## config.mk

```make
export PLATFORM = sky130hd
export DESIGN_NAME = pair_enum
export DESIGN_NICKNAME = d
export VERILOG_FILES = /design/src/rtl/pair_enum_pkg.sv /design/src/rtl/pair_next_logic.sv /design/src/rtl/pair_enum_ctrl.sv /design/src/rtl/pair_enum_dp.sv /design/src/rtl/pair_enum.sv
export SDC_FILE = /design/constraint.sdc
export NUM_CORES = 1
export LEC_CHECK = 0
export ABC_AREA = 1
export BUFFER_PORTS_ARGS = -buffer_cell sky130_fd_sc_hd__buf_2
export CAP_MARGIN = 0
export CORE_UTILIZATION = 30
export CTS_BUF_LIST = sky130_fd_sc_hd__clkbuf_4
export CTS_CLUSTER_SIZE = 40
export DETAILED_ROUTE_END_ITERATION = 8
export PLACE_DENSITY = 0.49
export RECOVER_POWER = 100
export REMOVE_ABC_BUFFERS = 1
export SYNTH_ARGS = -nofsm -noshare
export SYNTH_HDL_FRONTEND = slang
export SYNTH_SLANG_ARGS = --single-unit
```

## constraint.sdc

```tcl
create_clock -name clk -period 3.55 [get_ports clk]
set_clock_uncertainty 0.15 [all_clocks]
set_input_delay 0.5325 -clock clk [delete_from_list [all_inputs] [get_ports clk]]
set_output_delay 0.5325 -clock clk [all_outputs]
set_load 0.02 [all_outputs]
```

## src/rtl/pair_enum_pkg.sv

```systemverilog
package pair_enum_pkg;

  typedef struct packed {
    logic load;
    logic fail;
    logic advance;
    logic finish;
  } ctrlStrobes_t;

  typedef enum logic [1:0] {
    ST_IDLE,
    ST_RUN,
    ST_DONE,
    ST_ERR
  } seqState_t;

endpackage

```

## src/rtl/pair_next_logic.sv

```systemverilog
module pair_next_logic #(
  parameter int W = 8
) (
  input  logic [W-1:0] maskIn,
  input  logic [W-1:0] comboIn,
  output logic [W-1:0] nextOut,
  output logic         errOut
);

  // Index of the highest set bit of v strictly below lim, or -1 if there is none.
  function automatic int highestBelow(input logic [W-1:0] v, input int lim);
    int r;
    r = -1;
    for (int i = 0; i < W; i++) begin
      if (v[i] && (i < lim)) r = i;
    end
    return r;
  endfunction

  function automatic logic [W-1:0] oneHot(input int p);
    logic [W-1:0] r;
    for (int i = 0; i < W; i++) r[i] = (i == p);
    return r;
  endfunction

  int  hiPos, loPos, rightPos, leftPos, pairPos;
  logic shapeBad;

  always_comb begin
    hiPos    = highestBelow(comboIn, W);
    loPos    = highestBelow(comboIn, hiPos);
    rightPos = highestBelow(maskIn, loPos);
    leftPos  = highestBelow(maskIn, hiPos);
    pairPos  = highestBelow(maskIn, leftPos);
    shapeBad = ($countones(comboIn) != 2) || (|(comboIn & ~maskIn)) ||
               ($countones(maskIn) < 2);
    nextOut  = '0;
    errOut   = 1'b0;
    if (shapeBad) begin
      errOut = 1'b1;
    end else if (rightPos >= 0) begin
      nextOut = oneHot(hiPos) | oneHot(rightPos);
    end else if (pairPos >= 0) begin
      nextOut = oneHot(leftPos) | oneHot(pairPos);
    end else begin
      errOut = 1'b1;
    end
  end

endmodule

```

## src/rtl/pair_enum_ctrl.sv

```systemverilog
module pair_enum_ctrl
  import pair_enum_pkg::*;
(
  input  logic         clk,
  input  logic         rst,
  input  logic         startPulse,
  input  logic         stepPulse,
  input  logic         firstOk,
  input  logic         nextErr,
  output ctrlStrobes_t strobes,
  output logic         validOut,
  output logic         doneOut,
  output logic         errOut
);

  seqState_t state, stateNxt;

  always_comb begin
    strobes  = '0;
    stateNxt = state;
    if (startPulse) begin
      if (firstOk) begin
        strobes.load = 1'b1;
        stateNxt     = ST_RUN;
      end else begin
        strobes.fail = 1'b1;
        stateNxt     = ST_ERR;
      end
    end else if (stepPulse && (state == ST_RUN)) begin
      if (nextErr) begin
        strobes.finish = 1'b1;
        stateNxt       = ST_DONE;
      end else begin
        strobes.advance = 1'b1;
      end
    end
  end

  always_ff @(posedge clk) begin
    if (rst) state <= ST_IDLE;
    else     state <= stateNxt;
  end

  assign validOut = (state == ST_RUN);
  assign doneOut  = (state == ST_DONE);
  assign errOut   = (state == ST_ERR);

endmodule

```

## src/rtl/pair_enum_dp.sv

```systemverilog
module pair_enum_dp
  import pair_enum_pkg::*;
#(
  parameter int W = 8
) (
  input  logic         clk,
  input  logic         rst,
  input  logic [W-1:0] maskIn,
  input  ctrlStrobes_t strobes,
  output logic         firstOk,
  output logic         nextErr,
  output logic [W-1:0] heldMask,
  output logic [W-1:0] comboOut
);

  logic [W-1:0] topBit, secBit, firstCombo, seqNext;

  // Two leftmost set bits of the incoming mask.
  always_comb begin
    topBit = '0;
    secBit = '0;
    for (int i = 0; i < W; i++) begin
      if (maskIn[i]) begin
        secBit    = topBit;
        topBit    = '0;
        topBit[i] = 1'b1;
      end
    end
    firstCombo = topBit | secBit;
    firstOk    = |secBit;
  end

  pair_next_logic #(.W(W)) u_seqNext (
    .maskIn  (heldMask),
    .comboIn (comboOut),
    .nextOut (seqNext),
    .errOut  (nextErr)
  );

  always_ff @(posedge clk) begin
    if (rst) begin
      heldMask <= '0;
      comboOut <= '0;
    end else if (strobes.load) begin
      heldMask <= maskIn;
      comboOut <= firstCombo;
    end else if (strobes.fail) begin
      heldMask <= maskIn;
      comboOut <= '0;
    end else if (strobes.advance) begin
      comboOut <= seqNext;
    end else if (strobes.finish) begin
      comboOut <= '0;
    end
  end

endmodule

```

## src/rtl/pair_enum.sv

```systemverilog
module pair_enum
  import pair_enum_pkg::*;
#(
  parameter int W = 8
) (
  input  logic         clk,
  input  logic         rst,
  input  logic [W-1:0] maskIn,
  input  logic         startPulse,
  input  logic         stepPulse,
  output logic [W-1:0] comboOut,
  output logic         validOut,
  output logic         doneOut,
  output logic         errOut,
  input  logic [W-1:0] qryCombo,
  output logic [W-1:0] qryNext,
  output logic         qryErr
);

  ctrlStrobes_t strobes;
  logic         firstOk;
  logic         nextErr;
  logic [W-1:0] heldMask;

  pair_enum_ctrl u_ctrl (
    .clk        (clk),
    .rst        (rst),
    .startPulse (startPulse),
    .stepPulse  (stepPulse),
    .firstOk    (firstOk),
    .nextErr    (nextErr),
    .strobes    (strobes),
    .validOut   (validOut),
    .doneOut    (doneOut),
    .errOut     (errOut)
  );

  pair_enum_dp #(.W(W)) u_dp (
    .clk      (clk),
    .rst      (rst),
    .maskIn   (maskIn),
    .strobes  (strobes),
    .firstOk  (firstOk),
    .nextErr  (nextErr),
    .heldMask (heldMask),
    .comboOut (comboOut)
  );

  pair_next_logic #(.W(W)) u_qryNext (
    .maskIn  (maskIn),
    .comboIn (qryCombo),
    .nextOut (qryNext),
    .errOut  (qryErr)
  );

endmodule

```

==> impl_results.md <==
* Outcome: finished with violations
* Violations in the final reports: setup timing
* Hpwl dp at about 11000 um
* Routed wire per std cell at about 14 um
* Worst r2r src: u_dp.comboOut[0]
* Die footprint at 12800 um^2
* Clock buffer depth at 2
* Number of antenna violations at the first check in global routing at 0
* CTS clk-pin slew, worst paths at approximately 120 ps
* Net Switching at 0.629 mW
* Cell type contributing the most total cell area after synthesis: sky130_fd_sc_hd__nand2_1
* P_int at ~0.59 mW
* Routed wire length at ~13000 um
* Inserted Diodes at 0
* Met2 Resource Use GR at 0.348
* Path category of the worst min-delay check: in2reg
* Flip-flop cell with the highest count after synthesis: sky130_fd_sc_hd__dfxtp_1
* Worst Setup Start Kind: primary input
* Top cells by area, synth: sky130_fd_sc_hd__nand2_1 14%, sky130_fd_sc_hd__inv_1 12%, sky130_fd_sc_hd__dfxtp_1 9.7%
* Smallest setup slack after layout at -562 ps
* Hold Fails Final Rpt at 0
* LEAKAGE at ~2.6 nW
* Critical path launch point: qryCombo[4]
* Clock root cell: sky130_fd_sc_hd__clkbuf_4
* Multi-input gate area at around 3000 um^2
* Power density over cell area at around 240 nW/um^2
* DRC Markers at 0
* Number of cell rows at 40
* Final weighted congestion in routability-driven placement at ~0.92
* Setup repair after global routing missed its margin: true
* Global-route wire length before repair at around 21000 um
* Cell type group with the largest total delay on the critical path: adder cells
* Global route overflow at 0
* Final period utilization at 1.16
* Transition at the pin with the smallest max-transition slack at 701 ps
* Final sum of negative setup slack at -8520 ps
* Filler cell count in the final layout at ~1300
* Input/output buffers at 39
* Number of buffer and inverter stages on the critical path at 3
* I/O Pins at 40
* Minimum period implied by the final worst setup slack at slightly above 4000 ps
* Share of power burned in registers at 0.188
* Worst slew margin relative to its limit at 0.521
* Detail-routed via count per cell at 4.99
* Global routing met1 resource utilization at 0.280
* Grt peak-use layer: met2
* Layout-stage area growth over the synthesis result at 36.1%
* Proportion of layout cells with a drive suffix above 1 at 0.286
* Critical hold path startpoint: rst
* Maxcap violations at 0
* Critical path data required time at roughly 2900 ps
* CP max FO at 5
* DR vias at 4513
* ANT nets after route at 0
* Total GRT Usage at 0.204
* Grt met3 use at 0.0209
* Largest net degree at the start of global routing at 19
* Avg Inst Size Synth at between 5 and 6 um^2
* Synth top area share at 0.143
* CP Class: in2out
* Final #Nets at 819
* Worst vdd ir at between 90 and 100 uV
* Cell area after synthesis at 3700 um^2
* Total clock buffers created by CTS at 3
* Logic gate share of total power at 0.717
* Number of hold-repair buffers added at the cts stage at 0
* Data arrival, critical path at 3430 ps
* Cell count after synthesis at 628
* Hold slack at approximately 250 ps
* First drt pass iteration count at 5
* Core area at 12000 um^2
* Clock share of power at 0.095
* CTS tree: done
* Cell repeated most along the worst path: sky130_fd_sc_hd__fa_1
* Number of flip-flops and latches in the synthesized netlist at 18
* Total of endpoints with negative setup slack in the final report at 19
* Die X-Extent at about 110 um
* Cell-by-cell listing of the critical path: buf_6, ha_4, fa_1, fa_1, ha_2, fa_1, inv_1, nand2_2, nor3_4, o2111ai_4, nor2_4, o21ai_1, nor2_1, buf_4
* Endpoint kind of the worst setup timing path: output pin
* H-Tree Level Count at 1
* Clock insertion delay at the later pin of the skew report at between 300 and 400 ps
* Sink Count at 18
* Reg area at between 300 and 400 um^2
* Sequential-to-total area share from yosys stat at 0.0974
* Ys Warns at 0
* Pre-CTS worst setup slack at -777 ps
* Final-report max-slew violation count at 0
* Vias in the first global route at 4313
* Async S/R FF share, synth at 0
* EDFF count, synth at 0
* Slowest-stage cell, CP: sky130_fd_sc_hd__fa_1
* Critical Path Max Stage Delay at approximately 560 ps
* Switching share of power at 0.517
* Iter 0 DRT Violations at 231
* Chip Height at about 110 um
* Starting density of the core at 0.308
* Count of distinct cell types in the synthesized netlist at 43
* FMAX at between 0.2 and 0.25 GHz
-- synthesized netlist by cell type, types with 7 or more instances --
| master | instances |
|---|---|
| sky130_fd_sc_hd__nand3_1 | 44 |
| sky130_fd_sc_hd__ha_1 | 24 |
| sky130_fd_sc_hd__nand3_2 | 8 |
| sky130_fd_sc_hd__nand2_1 | 141 |
| sky130_fd_sc_hd__a21oi_1 | 37 |
| sky130_fd_sc_hd__o21ai_0 | 36 |
| sky130_fd_sc_hd__fa_1 | 16 |
| sky130_fd_sc_hd__nand4_1 | 20 |
| sky130_fd_sc_hd__dfxtp_1 | 18 |
| sky130_fd_sc_hd__inv_2 | 8 |
| sky130_fd_sc_hd__nor2_4 | 8 |
| sky130_fd_sc_hd__inv_1 | 114 |
| sky130_fd_sc_hd__nand2_2 | 13 |
| sky130_fd_sc_hd__nor2_2 | 7 |
| sky130_fd_sc_hd__nor2_1 | 74 |
-- power groups by stage --
| stage | sequential [mW] | clock [mW] | combinational (mW) |
|---|---|---|---|
| final | 0.229 | 0.116 | 0.872 |
| after global placement | 0.233 | 0 | 0.794 |
| after detailed placement | 0.233 | 0 | 0.795 |
| after CTS | 0.229 | 0.118 | 0.830 |
| after global routing | 0.231 | 0.127 | 0.980 |
| after floorplan | 0.246 | 0 | 0.496 |
-- layer usage --
metal  vias to the layer above  part of all wire  routed length, um
li1                       2296                 -                  -
met1                      2083              0.47               6040
met2                       116              0.47               6090
met3                        18             0.039                500
met4                         0             0.016                199
met5                         -                 0                  0
-- cell type report --
class,instances,share of cell area
clock inverters,1,0.000745
well taps,147,0.0365
inverters,124,0.0924
multi-input cells,479,0.603
repair buffers,133,0.191
flip-flops and latches,18,0.0718
clock buffers,3,0.00447
-- cells in the final DEF, fill, tap and decap left out, drive strengths merged, types with 15 or more instances in the layout --
cell	Yosys	routed
dfxtp	18	18
nand3	53	53
nor2	89	89
clkbuf	5	15
nand4	20	20
fa	16	16
o21ai	42	42
nand2	155	155
a21oi	43	43
inv	122	122
ha	24	24
buf	2	121
-- sequential cells by signal, indices dropped and copies added, names as in the netlist --
name	cells
u_dp.heldMask	8
u_ctrl.state	2
u_dp.comboOut	8
-- logic make-up (layout without fill, tap and decap cells) --
| logic type | after synthesis | count (layout) | synth area share |
|---|---|---|---|
| and+or+nand+nor | 329 | 329 | 0.420 |
| adders and majority gates | 40 | 40 | 0.168 |
| buffers and inverters | 131 | 261 | 0.135 |
| AOI/OAI and AO/OA | 109 | 109 | 0.177 |
| xor gates and xnor gates | 1 | 1 | 0.00237 |
| DFF | 18 | 18 | 0.0974 |
-- path summary, 6_finish.rpt --
kind	end	slack [ps]	depth (start not counted)
max reg2reg	u_dp.comboOut[5]	-470	16
max	qryNext[4]	-560	14
min reg2reg	u_ctrl.state[0]	350	2
min	u_ctrl.state[0]	250	2
-- through the flow --
step | total power [mW] | instances | area [um^2] | util
3_3_place_gp | 1.03 | 896 | 4710 | 0.393
3_5_place_dp | 1.03 | 896 | 4710 | 0.393
4_1_cts | 1.18 | 902 | 4920 | 0.410
2_1_floorplan | 0.743 | 621 | 3670 | -
6_report | 1.22 | 905 | 5040 | 0.419
5_1_grt | 1.34 | 905 | 5040 | 0.419
-- timing repair --
item                                    in CTS  in global routing
endpoints found under the setup margin      19                 19
pin swaps                                   20                 20
resized for setup                           45                 28
buffers inserted                             2                  3
endpoints found under the hold margin        0                  0
No activity file was read; power rests on OpenSTA's default activity.
